$ cat src/rtl/adcrb_pkg.sv
// Package: shared constants of the ADC register bank.
// Assumes byte addressing with 32-bit aligned registers.
package adcrb_pkg;
    localparam int DW          = 32;
    localparam int SLOT_W      = 16;
    localparam int DRDY_BIT    = 24;
    localparam int DIFF_LSB    = 16;
    localparam int LAST_CH_LSB = 24;

    localparam logic [7:0] OFS_CTRL     = 8'h00;
    localparam logic [7:0] OFS_EN_SET   = 8'h10;
    localparam logic [7:0] OFS_EN_CLR   = 8'h14;
    localparam logic [7:0] OFS_EN_STAT  = 8'h18;
    localparam logic [7:0] OFS_LAST     = 8'h20;
    localparam logic [7:0] OFS_IM_SET   = 8'h24;
    localparam logic [7:0] OFS_IM_CLR   = 8'h28;
    localparam logic [7:0] OFS_IM_STAT  = 8'h2C;
    localparam logic [7:0] OFS_IRQ_STAT = 8'h30;
    localparam logic [7:0] OFS_DIFF     = 8'h4C;
    localparam logic [7:0] OFS_SLOT0    = 8'h50;

    localparam int CTL_SWRST  = 0;
    localparam int CTL_START  = 1;
    localparam int CTL_CALIB  = 2;
    localparam int CTL_CMPRST = 4;
endpackage

$ cat src/rtl/adcrb_setclr.sv
// Module: state register changed only through a set port and a clear port.
// Each port acts on the bits presented as 1.
// Assumes set and clear strobes never coincide; set is checked first.
// Bits outside KEEP are never stored.
module adcrb_setclr #(
    parameter int           W    = 12,
    parameter logic [W-1:0] KEEP = '1
) (
    input  logic         clk,
    input  logic         rst_n,
    input  logic         sw_rst,
    input  logic         set_we,
    input  logic         clr_we,
    input  logic [W-1:0] wbits,
    output logic [W-1:0] q
);
    // Update the held bits from set, clear, or either reset.
    always_ff @(posedge clk) begin
        if (!rst_n || sw_rst) begin
            q <= '0;
        end else if (set_we) begin
            q <= (q | wbits) & KEEP;
        end else if (clr_we) begin
            q <= q & ~wbits;
        end
    end
endmodule

$ cat src/rtl/adcrb_results.sv
// Module: per-channel result slots, end-of-conversion flags, and the
// last-result register with its data-ready flag.
// Assumes the enable vector is the registered one. Incoming results take
// priority over acknowledging reads for the same flag. Sign handling is
// applied on the read path from chan_diff.
module adcrb_results #(
    parameter int NCH    = 12,
    parameter int RES_W  = 12,
    parameter int SLOT_W = 16,
    parameter int CH_W   = 4
) (
    input  logic                        clk,
    input  logic                        rst_n,
    input  logic                        sw_rst,
    input  logic                        res_valid,
    input  logic [CH_W-1:0]             res_chan,
    input  logic [RES_W-1:0]            res_data,
    input  logic [NCH-1:0]              en,
    input  logic [NCH-1:0]              chan_diff,
    input  logic [NCH-1:0]              rd_slot,
    input  logic                        rd_last,
    output logic [NCH-1:0][SLOT_W-1:0]  slot_fmt,
    output logic [NCH-1:0]              eoc,
    output logic                        drdy,
    output logic [SLOT_W-1:0]           last_fmt,
    output logic [CH_W-1:0]             last_ch
);
    localparam int EXT_W = SLOT_W - RES_W;

    logic [NCH-1:0]            hit;
    logic                      take;
    logic [NCH-1:0][RES_W-1:0] slot_raw;
    logic [RES_W-1:0]          last_raw;
    logic                      last_diff;

    // Decode which enabled channel, if any, the incoming result belongs to.
    always_comb begin
        hit = '0;
        for (int i = 0; i < NCH; i++) begin
            hit[i] = res_valid && (res_chan == CH_W'(i)) && en[i];
        end
        take = |hit;
    end

    for (genvar n = 0; n < NCH; n++) begin : g_chan
        // Capture the sample and track the channel's end-of-conversion flag.
        always_ff @(posedge clk) begin
            if (!rst_n || sw_rst) begin
                slot_raw[n] <= '0;
                eoc[n]      <= 1'b0;
            end else if (hit[n]) begin
                slot_raw[n] <= res_data;
                eoc[n]      <= 1'b1;
            end else if (rd_slot[n]) begin
                eoc[n]      <= 1'b0;
            end
        end

        // Present the slot signed or unsigned according to its pair setting.
        always_comb begin
            if (chan_diff[n]) begin
                slot_fmt[n] = {{EXT_W{slot_raw[n][RES_W-1]}}, slot_raw[n]};
            end else begin
                slot_fmt[n] = {{EXT_W{1'b0}}, slot_raw[n]};
            end
        end
    end

    // Hold the most recent accepted sample and its data-ready flag.
    always_ff @(posedge clk) begin
        if (!rst_n || sw_rst) begin
            last_raw <= '0;
            last_ch  <= '0;
            drdy     <= 1'b0;
        end else if (take) begin
            last_raw <= res_data;
            last_ch  <= res_chan;
            drdy     <= 1'b1;
        end else if (rd_last) begin
            drdy     <= 1'b0;
        end
    end

    // Look up the pair setting of the channel held in the last-result register.
    always_comb begin
        last_diff = 1'b0;
        for (int i = 0; i < NCH; i++) begin
            if (last_ch == CH_W'(i)) last_diff = chan_diff[i];
        end
        last_fmt = last_diff ? {{EXT_W{last_raw[RES_W-1]}}, last_raw}
                             : {{EXT_W{1'b0}}, last_raw};
    end
endmodule

$ cat src/rtl/adcrb_irq.sv
// Module: assembles the interrupt status word from the flags and gates it
// with the mask.
// Assumes flag positions: channel n at bit n, data ready at DRDY_BIT.
module adcrb_irq #(
    parameter int NCH = 12
) (
    input  logic [NCH-1:0]           eoc,
    input  logic                     drdy,
    input  logic [adcrb_pkg::DW-1:0] imr,
    output logic [adcrb_pkg::DW-1:0] isr,
    output logic                     irq
);
    import adcrb_pkg::*;

    // Place the flags into the status word and reduce against the mask.
    always_comb begin
        isr           = '0;
        isr[NCH-1:0]  = eoc;
        isr[DRDY_BIT] = drdy;
        irq           = |(isr & imr);
    end
endmodule

$ cat src/rtl/adc_regbank.sv
// Module: top of the ADC register bank. Decodes the register port, holds the
// control strobes and the pair field, and assembles read data.
// Assumes one access per cycle. Read side effects apply at the edge ending
// the read cycle. NCH <= 12 so the slots fit below 0x80.
module adc_regbank #(
    parameter int NCH   = 12,
    parameter int RES_W = 12,
    parameter int AW    = 8,
    parameter int CH_W  = $clog2(NCH)
) (
    input  logic                     clk,
    input  logic                     rst_n,
    input  logic                     reg_wr,
    input  logic                     reg_rd,
    input  logic [AW-1:0]            reg_addr,
    input  logic [adcrb_pkg::DW-1:0] reg_wdata,
    output logic [adcrb_pkg::DW-1:0] reg_rdata,
    input  logic                     res_valid,
    input  logic [CH_W-1:0]          res_chan,
    input  logic [RES_W-1:0]         res_data,
    output logic                     irq,
    output logic                     conv_start,
    output logic                     ts_calib,
    output logic                     cmp_restart
);
    import adcrb_pkg::*;

    localparam int            NPAIR   = NCH / 2;
    localparam int            IDX_W   = AW - 2;
    localparam logic [DW-1:0] IM_KEEP = (DW'(1) << DRDY_BIT) | ((DW'(1) << NCH) - DW'(1));

    logic                     ctl_wr, sw_rst;
    logic                     in_win;
    logic [AW-1:0]            slot_off;
    logic [IDX_W-1:0]         slot_idx;
    logic [NCH-1:0]           rd_slot;
    logic                     rd_last;
    logic [NCH-1:0]           en_q;
    logic [DW-1:0]            msk_q;
    logic [DW-1:0]            isr_w;
    logic [NCH-1:0]           cor_q;
    logic [NCH-1:0]           chan_diff;
    logic [NCH-1:0][SLOT_W-1:0] slot_fmt;
    logic [NCH-1:0]           eoc;
    logic                     drdy;
    logic [SLOT_W-1:0]        last_fmt;
    logic [CH_W-1:0]          last_ch;

    // Decode control writes and the result-slot address window.
    always_comb begin
        ctl_wr   = reg_wr && (reg_addr == AW'(OFS_CTRL));
        sw_rst   = ctl_wr && reg_wdata[CTL_SWRST];
        slot_off = reg_addr - AW'(OFS_SLOT0);
        slot_idx = slot_off[AW-1:2];
        in_win   = (reg_addr >= AW'(OFS_SLOT0)) && (slot_off < AW'(4 * NCH))
                   && (slot_off[1:0] == 2'b00);
        rd_last  = reg_rd && (reg_addr == AW'(OFS_LAST));
        for (int i = 0; i < NCH; i++) begin
            rd_slot[i] = reg_rd && in_win && (slot_idx == IDX_W'(i));
        end
    end

    // Produce one-cycle control strobes after a control write.
    always_ff @(posedge clk) begin
        if (!rst_n) begin
            conv_start  <= 1'b0;
            ts_calib    <= 1'b0;
            cmp_restart <= 1'b0;
        end else begin
            conv_start  <= ctl_wr && reg_wdata[CTL_START];
            ts_calib    <= ctl_wr && reg_wdata[CTL_CALIB];
            cmp_restart <= ctl_wr && reg_wdata[CTL_CMPRST];
        end
    end

    // Hold the differential pair field.
    always_ff @(posedge clk) begin
        if (!rst_n || sw_rst) begin
            cor_q <= '0;
        end else if (reg_wr && (reg_addr == AW'(OFS_DIFF))) begin
            cor_q <= reg_wdata[DIFF_LSB +: NCH];
        end
    end

    for (genvar k = 0; k < NPAIR; k++) begin : g_pair
        assign chan_diff[2*k]   = cor_q[2*k] & cor_q[2*k+1];
        assign chan_diff[2*k+1] = cor_q[2*k] & cor_q[2*k+1];
    end
    if (NCH % 2 != 0) begin : g_odd
        assign chan_diff[NCH-1] = 1'b0;
    end

    adcrb_setclr #(.W(NCH), .KEEP({NCH{1'b1}})) u_en (
        .clk    (clk),
        .rst_n  (rst_n),
        .sw_rst (sw_rst),
        .set_we (reg_wr && (reg_addr == AW'(OFS_EN_SET))),
        .clr_we (reg_wr && (reg_addr == AW'(OFS_EN_CLR))),
        .wbits  (reg_wdata[NCH-1:0]),
        .q      (en_q)
    );

    adcrb_setclr #(.W(DW), .KEEP(IM_KEEP)) u_msk (
        .clk    (clk),
        .rst_n  (rst_n),
        .sw_rst (sw_rst),
        .set_we (reg_wr && (reg_addr == AW'(OFS_IM_SET))),
        .clr_we (reg_wr && (reg_addr == AW'(OFS_IM_CLR))),
        .wbits  (reg_wdata),
        .q      (msk_q)
    );

    adcrb_results #(.NCH(NCH), .RES_W(RES_W), .SLOT_W(SLOT_W), .CH_W(CH_W)) u_res (
        .clk       (clk),
        .rst_n     (rst_n),
        .sw_rst    (sw_rst),
        .res_valid (res_valid),
        .res_chan  (res_chan),
        .res_data  (res_data),
        .en        (en_q),
        .chan_diff (chan_diff),
        .rd_slot   (rd_slot),
        .rd_last   (rd_last),
        .slot_fmt  (slot_fmt),
        .eoc       (eoc),
        .drdy      (drdy),
        .last_fmt  (last_fmt),
        .last_ch   (last_ch)
    );

    adcrb_irq #(.NCH(NCH)) u_irq (
        .eoc  (eoc),
        .drdy (drdy),
        .imr  (msk_q),
        .isr  (isr_w),
        .irq  (irq)
    );

    // Select read data for the addressed register.
    always_comb begin
        reg_rdata = '0;
        if (reg_addr == AW'(OFS_EN_STAT)) begin
            reg_rdata = DW'(en_q);
        end else if (reg_addr == AW'(OFS_IM_STAT)) begin
            reg_rdata = msk_q;
        end else if (reg_addr == AW'(OFS_IRQ_STAT)) begin
            reg_rdata = isr_w;
        end else if (reg_addr == AW'(OFS_DIFF)) begin
            reg_rdata = DW'(cor_q) << DIFF_LSB;
        end else if (reg_addr == AW'(OFS_LAST)) begin
            reg_rdata = (DW'(last_ch) << LAST_CH_LSB) | DW'(last_fmt);
        end else if (in_win) begin
            for (int i = 0; i < NCH; i++) begin
                if (slot_idx == IDX_W'(i)) reg_rdata = DW'(slot_fmt[i]);
            end
        end
    end
endmodule

$ cat config.mk
export PLATFORM = sky130hd
export DESIGN_NAME = adc_regbank
export DESIGN_NICKNAME = d
export VERILOG_FILES = /design/src/rtl/adcrb_pkg.sv /design/src/rtl/adcrb_setclr.sv /design/src/rtl/adcrb_results.sv /design/src/rtl/adcrb_irq.sv /design/src/rtl/adc_regbank.sv
export SDC_FILE = /design/constraint.sdc
export NUM_CORES = 1
export LEC_CHECK = 0
export ABC_CLOCK_PERIOD_IN_PS = 4800
export CORE_ASPECT_RATIO = 0.8
export CORE_MARGIN = 4
export CORE_UTILIZATION = 40
export CTS_BUF_LIST = sky130_fd_sc_hd__clkbuf_2 sky130_fd_sc_hd__clkbuf_4 sky130_fd_sc_hd__clkbuf_8
export CTS_CLUSTER_DIAMETER = 40
export DETAILED_ROUTE_END_ITERATION = 12
export HOLD_SLACK_MARGIN = 0.05
export SYNTH_ARGS = -nofsm -noshare
export SYNTH_HDL_FRONTEND = slang
export SYNTH_SLANG_ARGS = --single-unit
$ cat constraint.sdc
create_clock -name clk -period 4.8 [get_ports clk]
set_input_delay 1.2 -clock clk [delete_from_list [all_inputs] [get_ports clk]]
set_output_delay 1.2 -clock clk [all_outputs]
set_load 0.005 [all_outputs]
==> results of run 1 <==
==> critical path, cell delays in order <==
cell and delay (ps):
dlygate4sd2_1 390, nor2b_4 280, buf_4 190, nand3_1 250, a21oi_1 400, a311oi_2 80
nor2_1 140, buf_4 140, clkdlybuf4s50_1 500
==> layer usage <==
metal | wire length [um] | up-vias | global-route usage [%]
li1 | - | 4869 | -
met1 | 18800 | 4974 | 38.9
met2 | 16600 | 388 | 37.0
met3 | 3230 | 66 | 6.32
met4 | 1020 | 0 | 8.34
met5 | 0 | - | 0
==> cell type report <==
| type | instances | area, um2 | share of cell area [%] |
|---|---|---|---|
| clock buffer | 62 | 778 | 5.59 |
| timing repair buffer | 245 | 2180 | 15.7 |
| multi-input combinational | 915 | 5700 | 40.9 |
| clock inverter | 12 | 128 | 0.917 |
| tap | 357 | 447 | 3.21 |
| inverter | 11 | 41.3 | 0.297 |
| sequential | 232 | 4640 | 33.4 |
==> what timing repair did <==
action,in CTS,in global routing
cloned,0,1
gates resized for setup,36,22
buffers inserted,4,7
pin swaps,2,8
endpoints found under the setup margin,20,12
==> path summary, 6_finish.rpt <==
check	from	endpoint	slack (ps)	depth (start not counted)
hold / removal	u_res.slot_raw[89]$_SDFFE_PP0P_	u_res.slot_raw[89]$_SDFFE_PP0P_	450	2
setup / recovery	reg_addr[6]	reg_rdata[1]	40	9
setup reg to reg	flip-flop	u_res.last_raw[8]$_SDFFE_PP0P_	2710	5
hold reg to reg	u_res.slot_raw[89]$_SDFFE_PP0P_	u_res.slot_raw[89]$_SDFFE_PP0P_	450	2
==> synth_stat cells, types with 5 or more instances <==
master,number,share of area [%]
nand4_1,19,1.1
inv_1,10,0.35
a311oi_1,15,1.2
nand3_1,32,1.5
dfxtp_1,232,43
nor2b_1,8,0.47
a222oi_1,9,0.84
nand2b_1,6,0.35
and2_1,6,0.35
a22o_1,9,0.73
clkbuf_1,43,1.5
nor2_1,166,5.8
o211ai_1,5,0.35
mux2_2,11,1.2
a22oi_1,33,2.3
buf_1,6,0.21
buf_2,52,2.4
and3_1,28,1.6
o22ai_1,27,1.6
a21oi_1,108,5.0
nand2_1,169,5.9
mux2i_1,149,14
o21ai_0,40,1.9
==> sequential cells by signal, summed over array words and instances (netlist names), named ones only <==
name / cells
u_msk.q: 32
u_res.slot_raw: 144
conv_start: 1
u_res.last_raw: 12
u_res.eoc: 12
u_res.last_ch: 4
cmp_restart: 1
ts_calib: 1
cor_q: 12
u_res.drdy: 1
==> metrics by stage <==
step           hold WS [ps]  setup WS, ps  power, mW
2_1_floorplan           433           998       2.08
3_3_place_gp            441          -382       2.24
3_5_place_dp            445          -361       2.24
4_1_cts                 454         -7.41       4.23
5_1_grt                 473         -14.3       4.35
6_report                452          36.1       4.21
==> logic make-up (layout without fill, tap and decap cells) <==
| kind of cell | Yosys count | count (layout) | share of synthesized area (%) |
|---|---|---|---|
| buffers and inverters | 114 | 330 | 4.67 |
| AOI/OAI and AO/OA | 280 | 280 | 16.5 |
| DFF | 232 | 232 | 43.3 |
| muxes | 160 | 160 | 15.0 |
| and+or+nand+nor | 475 | 475 | 20.6 |
==> report_power, final <==
group	switching [mW]	internal, mW
Sequential	0.000748	1.93
Combinational	0.168	0.115
Clock	0.851	1.15
Total	1.02	3.19
==> summary.txt, run 1 <==
Layout
  • Fillcell total: 2490
  • Layout cells sized above 1: 18.3%
  • Area grow syn2layout: 29.7%
  • Non-Filler Instances: 1834
  • Post-route cell area: 13900 um2
  • Post-layout util: 52.9%
  • Most common cell after layout, fill and taps aside: dfxtp_1
  • Antenna cells: 0
  • Final net count: 1508
  • Most frequent cells in the layout: 232 x dfxtp_1, 166 x nand2_1, 165 x nor2_1

Yosys
  • Synth unique cells: 56
  • Net Count, Synth: 1322
  • EDFF count, synth: 0
  • Main synth FF type: dfxtp_1
  • Seq cells post-synth: 232
  • Post-Syn Area per Cell: 8.51 um2
  • YS warnings: 0
  • FFs w/ async S/R, synth: 0%
  • Mapped cell area: 10700 um2
  • Post-synthesis sequential area ratio: 43.3%
  • Syn Inst Count: 1261

Floorplanning
  • Effective utilization at floorplan: 40.8%
  • # rows: 53
  • Die Span Y: 155 um
  • Ports: 97
  • Die area: 29500 um2
  • Core area: 26300 um2
  • Die W: 191 um

CTS
  • CTS Hold Bufs: 0
  • CTS tree: built
  • # clock sinks: 232
  • H-tree levels: 2
  • CTS buffer count: 42
  • Clk slew on worst S/H paths: 60 ps
  • Clock Latency Late Sink: 550 ps
  • Max Root-Sink Buffers: 3
  • Root Buffer: clkbuf_8

STA
  • Endpoints failing setup: 0
  • Total count of hold-check failures in the final report: 0
  • Worst Clk Skew: 15.6 ps
  • Period minus WS final: 4760 ps
  • Slew @ Worst Pin: 1250 ps
  • Final Max Slew Viols: 0
  • RSZ-0062 raised after global routing: yes
  • Slew margin rel.: 16.4%
  • Fmax: 210 MHz
  • Setup TNS: 0 ps
  • Part of the cycle the worst path needs: 99.2%

Drt
  • Via count: 10300
  • Avg WL per Cell: 21.7 um
  • Final ANT Viol Nets: 0
  • Initial DRT Pass Iterations: 7
  • Drt initial violations: 1065
  • Vias per cell: 5.61
  • Total Wirelength: 39700 um
  • Residual DRC: 0

Global routing
  • Initial antenna violation count: 0
  • Overall routing resource usage: 26.1%
  • Vias in the first global route: 9691
  • Largest net degree at the start of global routing: 211
  • Grt total ovfl: 0
  • Global-route wire length before repair: 59700 um

Hold path
  • Hold crit path type: reg2reg

Setup path
  • WP data arrival: 3560 ps
  • Crit end category: output pin
  • Max FO, Critical Path: 8
  • Req. time, crit path: 3600 ps
  • CP Class: in2out
  • Crit start category: input port

Placed design
  • Routability Congestion: 0.965
  • Post-DP Area: 12800 um2
  • Port Buffers: 96
  • Dpl cells: 1748
  • HPWL after DPL: 27900 um

Power and ir drop
  • Pwr Density: 303 nW/um2
  • Max VDD drop: 185 uV
  • P_leak: 5.56 nW

Job
  • Max Cap Violations: 0

Run status
  • Outcome: finished clean
Power figures use the tool's default switching activity.
==> run 2: changes to the inputs <==
==> constraint.sdc (replaced) <==
create_clock -name clk -period 4.8 [get_ports clk]
set_input_delay 1.2 -clock clk [delete_from_list [all_inputs] [get_ports clk]]
set_output_delay 1.2 -clock clk [all_outputs]
set_load 0.01 [all_outputs]
==> run 2 against run 1 <==
  * Routed wire length about the same
  * Cell count down 0.16%
  * Setup slack better by 8.3 ps
  * Global-route usage up 0.10 points
  * Clock-buffer cell count up 3
  * Combinational power about the same
  * Via count up 1.4%
  * Sequential power about the same
==> summary.txt, run 2 (synthesis gave the netlist of run 1 again) <==
Setup path
  • CP Class: in2out
  • Req. time, crit path: 3600 ps
  • Reg2reg path depth: 5
  • Flop-to-flop setup slack: 2770 ps
  • CP Capture Point: reg_rdata[0]
  • Max FO, Critical Path: 18
  • CP Launch Point: reg_addr[5]
  • WP data arrival: 3560 ps
  • Worst reg2reg endpoint: u_res.last_ch[1]$_SDFFE_PP0P_
  • Crit start category: input port
  • Crit end category: output pin

Placed design
  • Dpl cells: 1744
  • Routability Congestion: 1.02
  • Post-DP Area: 12800 um2
  • Port Buffers: 96
  • HPWL after DPL: 27500 um

Layout
  • Post-route cell area: 14000 um2
  • Register area: 4640 um2
  • Most common cell after layout, fill and taps aside: dfxtp_1
  • Area grow syn2layout: 30.0%
  • Multi-input logic area: 5700 um2
  • Largest regs: u_res.slot_raw: 144 flops, u_msk.q: 32 flops
  • Layout cells sized above 1: 18.4%
  • Top reg by flops: u_res.slot_raw
  • Most frequent cells in the layout: 232 x dfxtp_1, 166 x nand2_1, 161 x nor2_1
  • Non-Filler Instances: 1831
  • Final net count: 1504
  • Fillcell total: 2478
  • Max FFs per register: 144
  • Antenna cells: 0

Drt
  • Via count: 10400
  • Total Wirelength: 39700 um
  • Initial DRT Pass Iterations: 7
  • Vias per cell: 5.70
  • Avg WL per Cell: 21.7 um
  • Final ANT Viol Nets: 0
  • Residual DRC: 0
  • Drt initial violations: 1197

Floorplanning
  • Ports: 97
  • Core area: 26300 um2
  • # rows: 53
  • Die W: 191 um
  • Die area: 29500 um2
  • Die Span Y: 155 um
  • Effective utilization at floorplan: 40.8%

STA
  • Fmax: 210 MHz
  • Setup TNS: 0 ps
  • Slew margin rel.: 17.1%
  • Period minus WS final: 4760 ps
  • Final Max Slew Viols: 0
  • Endpoints failing setup: 0
  • Hold Slack: 455 ps
  • Slew @ Worst Pin: 1240 ps
  • Part of the cycle the worst path needs: 99.1%
  • Worst Clk Skew: 21.0 ps
  • Total count of hold-check failures in the final report: 0

Power and ir drop
  • P_leak: 5.56 nW
  • Pwr Density: 311 nW/um2
  • Max VDD drop: 238 uV
  • Total power: 4.35 mW

Global routing
  • Grt total ovfl: 0
  • Vias in the first global route: 9973
  • Initial antenna violation count: 0
  • Largest net degree at the start of global routing: 211
  • Overall routing resource usage: 26.2%
  • Global-route wire length before repair: 60700 um

CTS
  • Clock Latency Late Sink: 560 ps
  • CTS tree: built
  • CTS buffer count: 42
  • CTS Hold Bufs: 0
  • Root Buffer: clkbuf_8
  • Max Root-Sink Buffers: 3
  • H-tree levels: 2
  • Clk slew on worst S/H paths: 60 ps
  • # clock sinks: 232

Run status
  • Outcome: finished clean

Hold path
  • Hold crit path type: reg2reg
  • Hold path cells: 2

Job
  • Max Cap Violations: 0
[run 2: cell count changes in the layout (fill, tap and decap cells not counted), moves of 3 or more]
cell | previous run | this run
clkbuf_8 | 50 | 56
o21ai_0 | 38 | 35
nor2_2 | 2 | 7
buf_6 | 11 | 6
o21ai_1 | 5 | 8
buf_12 | 5 | 8
nor2_1 | 165 | 161
dlymetal6s2s_1 | 6 | 3
[run 2: worst min path at each step]
| stage | endpoint | from | slack [ps] |
|---|---|---|---|
| CTS | u_res.slot_raw[22]$_SDFFE_PP0P_ | u_res.slot_raw[22]$_SDFFE_PP0P_ | 450 |
| global route | u_res.slot_raw[89]$_SDFFE_PP0P_ | u_res.slot_raw[89]$_SDFFE_PP0P_ | 470 |
| global placement | u_res.slot_raw[89]$_SDFFE_PP0P_ | u_res.slot_raw[89]$_SDFFE_PP0P_ | 440 |
| detailed placement | u_res.slot_raw[22]$_SDFFE_PP0P_ | u_res.slot_raw[22]$_SDFFE_PP0P_ | 450 |
| finish | u_res.slot_raw[5]$_SDFFE_PP0P_ | u_res.slot_raw[5]$_SDFFE_PP0P_ | 460 |
| floorplan | u_res.slot_raw[23]$_SDFFE_PP0P_ | u_res.slot_raw[23]$_SDFFE_PP0P_ | 430 |
[run 2: critical path, stage by stage]
cell	delay [ps]
clkdlybuf4s50_1	500
buf_12	160
nand3b_1	150
nor3b_1	210
buf_4	200
buf_2	190
a21oi_1	80
nor2_1	250
a311oi_2	140
nor2_2	170
dlygate4sd2_1	280
[run 2: layout make-up]
class,count,share of cell area [%]
Inverter,11,0.296
Sequential cell,232,33.3
Clock buffer,65,6.00
Timing Repair Buffer,241,15.5
Multi-Input combinational cell,915,40.8
Tap cell,357,3.20
Clock inverter,10,0.986
[run 2: layer usage]
| metal | up-vias | wire (um) | part of all wire [%] | GRT usage (%) |
|---|---|---|---|---|
| met5 | - | 0 | 0 | 0 |
| met1 | 5024 | 18300 | 46 | 38.5 |
| met3 | 80 | 3520 | 8.9 | 6.05 |
| li1 | 4867 | - | - | - |
| met2 | 467 | 16900 | 43 | 38.9 |
| met4 | 0 | 954 | 2.4 | 6.60 |
[run 2: metrics by stage]
| step | setup slack [ps] | util, % |
|---|---|---|
| 2_1_floorplan | 930 | - |
| 3_5_place_dp | -517 | 48.5 |
| 3_3_place_gp | -519 | 48.5 |
| 5_1_grt | -0.0349 | 53.0 |
| 4_1_cts | 6.38 | 52.7 |
| 6_report | 44.4 | 53.0 |
[run 2: timing repair]
item | 4_1_cts | 5_1_grt
gates cloned | 0 | 1
setup buffers | 4 | 7
resized for setup | 49 | 14
pin swaps | 4 | 7
setup endpoints to repair | 28 | 26
[run 2: report_power, final]
part	switching (mW)	internal (mW)
logic	0.168	0.114
clock network	0.860	1.28
registers	0.000750	1.93
total	1.03	3.32
==> run 3: changes to the inputs <==
--- a/config.mk
+++ b/config.mk
@@ -10,8 +10,8 @@
 export CORE_MARGIN = 4
 export CORE_UTILIZATION = 40
 export CTS_BUF_LIST = sky130_fd_sc_hd__clkbuf_2 sky130_fd_sc_hd__clkbuf_4 sky130_fd_sc_hd__clkbuf_8
-export CTS_CLUSTER_DIAMETER = 40
 export DETAILED_ROUTE_END_ITERATION = 12
+export GPL_TIMING_DRIVEN = 0
 export HOLD_SLACK_MARGIN = 0.05
 export SYNTH_ARGS = -nofsm -noshare
 export SYNTH_HDL_FRONTEND = slang
==> run 3 against run 2 <==
  * The run now ends with setup timing left
  * Worst hold slack improved by 2.3 ps
  * Sequential cell count is the same
  * Sequential share of layout area up 1.2 points
  * Via count grew 1.5%
  * Cell count shrank 1.9%
  * Clock skew up 3.7 ps
  * First-iteration DRC count increased by 0.67%
  * Clock-buffer cell count fell by 2
  * Core utilization fell by 1.9 points
  * Global-route usage grew 2.7 points
  * Design area shrank 3.6%
  * Critical path type unchanged
  * Critical endpoint is now reg_rdata[11]
  * Highest routed layer unchanged
==> summary.txt, run 3 (synthesis gave the netlist of run 1 again) <==
CTS
  • Root Buffer: clkbuf_8
  • Clk slew on worst S/H paths: 60 ps
  • Clock Latency Late Sink: 560 ps
  • # clock sinks: 232
  • CTS tree: built
  • Max Root-Sink Buffers: 3
  • H-tree levels: 2
  • CTS buffer count: 39

Drt
  • Total Wirelength: 43800 um
  • Drt initial violations: 1205
  • Avg WL per Cell: 24.4 um
  • Initial DRT Pass Iterations: 5
  • Residual DRC: 0
  • Via count: 10600
  • Vias per cell: 5.90
  • Final ANT Viol Nets: 0

Layout
  • Largest regs: u_res.slot_raw: 144 flops, u_msk.q: 32 flops
  • Multi-input logic area: 5800 um2
  • Non-Filler Instances: 1796
  • Most common cell after layout, fill and taps aside: dfxtp_1
  • Area grow syn2layout: 25.3%
  • Final net count: 1470
  • Most frequent cells in the layout: 232 x dfxtp_1, 168 x nand2_1, 164 x nor2_1
  • Register area: 4640 um2
  • Layout cells sized above 1: 15.0%
  • Fillcell total: 2590
  • Top reg by flops: u_res.slot_raw
  • Max FFs per register: 144

Setup path
  • Worst reg2reg endpoint: u_res.last_raw[10]$_SDFFE_PP0P_
  • Crit start category: input port
  • CP Class: in2out
  • Max FO, Critical Path: 9
  • Crit end category: output pin
  • WP data arrival: 3620 ps
  • Flop-to-flop setup slack: 2790 ps
  • Req. time, crit path: 3600 ps
  • Reg2reg path depth: 7

Global routing
  • Overall routing resource usage: 28.9%
  • Initial antenna violation count: 1
  • Grt total ovfl: 0
  • Global-route wire length before repair: 64000 um
  • Largest net degree at the start of global routing: 11
  • Vias in the first global route: 9856

STA
  • Slew margin rel.: 25.6%
  • Endpoints failing setup: 2
  • Worst Clk Skew: 24.7 ps
  • Worst setup margin: -22.3 ps
  • Part of the cycle the worst path needs: 100%
  • Total count of hold-check failures in the final report: 0
  • Hold Slack: 458 ps
  • Final Max Slew Viols: 0
  • RSZ-0062 raised after global routing: yes
  • Fmax: 207 MHz
  • Slew @ Worst Pin: 1120 ps
  • Period minus WS final: 4820 ps

Power and ir drop
  • Pwr Density: 312 nW/um2
  • Max VDD drop: 164 uV
  • P_leak: 5.25 nW
  • Total power: 4.19 mW

Job
  • Max Cap Violations: 0

Floorplanning
  • Die area: 29500 um2
  • Die W: 191 um
  • Die Span Y: 155 um
  • # rows: 53
  • Ports: 97
  • Effective utilization at floorplan: 40.8%
  • Core area: 26300 um2

Run status
  • Outcome: complete, but fails checks
  • Failing checks: setup timing

Hold path
  • Hold path cells: 2
  • Hold Crit Start: u_res.slot_raw[19]$_SDFFE_PP0P_
  • Worst Hold End: u_res.slot_raw[19]$_SDFFE_PP0P_
  • Hold crit path type: reg2reg

Placed design
  • Routability Congestion: 1.01
  • HPWL after DPL: 32000 um
  • Dpl cells: 1713
  • Port Buffers: 95
[run 3: cell types whose count changed in the layout (fill, tap and decap cells not counted), sizes merged]
cell           before  now
clkdlybuf4s15       4    2
buf               145   76
bufinv              3    1
inv                11   10
clkinv              5    7
clkinvlp            2    0
clkbuf             66  103
dlymetal6s2s        3    2
diode               0    1
clkdlybuf4s50      75   77
[run 3: worst max path at each step]
stage | from | endpoint | slack, ps | cells past startpoint
2_1_floorplan | reg_addr[5] | reg_rdata[10] | 930 | 8
3_3_place_gp | reg_addr[3] | reg_rdata[2] | -1260 | 9
3_5_place_dp | reg_addr[3] | reg_rdata[2] | -1090 | 9
4_1_cts | reg_addr[1] | reg_rdata[11] | -7 | 7
5_1_grt | reg_addr[4] | reg_rdata[0] | -10 | 9
6_report | reg_addr[4] | reg_rdata[11] | -20 | 7
[run 3: routing by layer]
layer	wire length, um	global-route usage (%)
met1	19500	41.7
met2	17500	39.2
met3	5480	10.2
met4	1410	10.7
met5	0	0.669
[run 3: timing repair]
action / 4_1_cts / 5_1_grt
resized for setup: 102 / 17
setup buffers: 15 / 3
pin swaps: 13 / 6
setup endpoints to repair: 32 / 25
hold buffers: 0 / 0
[run 3: through the flow]
stage	TNS (ps)	area (um2)	util (%)	setup slack, ps
final	-43.9	13500	51.1	-22.3
after global routing	-11.3	13500	51.1	-10.5
after CTS	-7.04	13400	50.9	-7.04
after detailed placement	-18180	12100	46.1	-1090
after global placement	-19890	12100	46.1	-1260
after floorplan	0	10700	-	930
[run 3: critical path, stage by stage]
cell and delay (ps):
dlygate4sd2_1 330, nand4b_1 570, or2_2 470, clkbuf_2 190, o22ai_2 260, a21oi_1 80, clkdlybuf4s50_1 500
[run 3: layout make-up]
type	instances	area share (%)
Multi-Input combinational cell	915	43.1
Sequential cell	232	34.5
Timing Repair Buffer	113	8.25
Clock buffer	63	6.07
Buffer	97	3.95
Tap cell	357	3.32
Clock inverter	7	0.446
Inverter	11	0.344
Antenna cell	1	0.0186
[run 3: power by group]
part	switching, mW	internal (mW)	total (mW)
Sequential	0.000843	1.93	1.93
Combinational	0.196	0.0983	0.295
Clock	0.839	1.13	1.97
Total	1.04	3.16	4.19
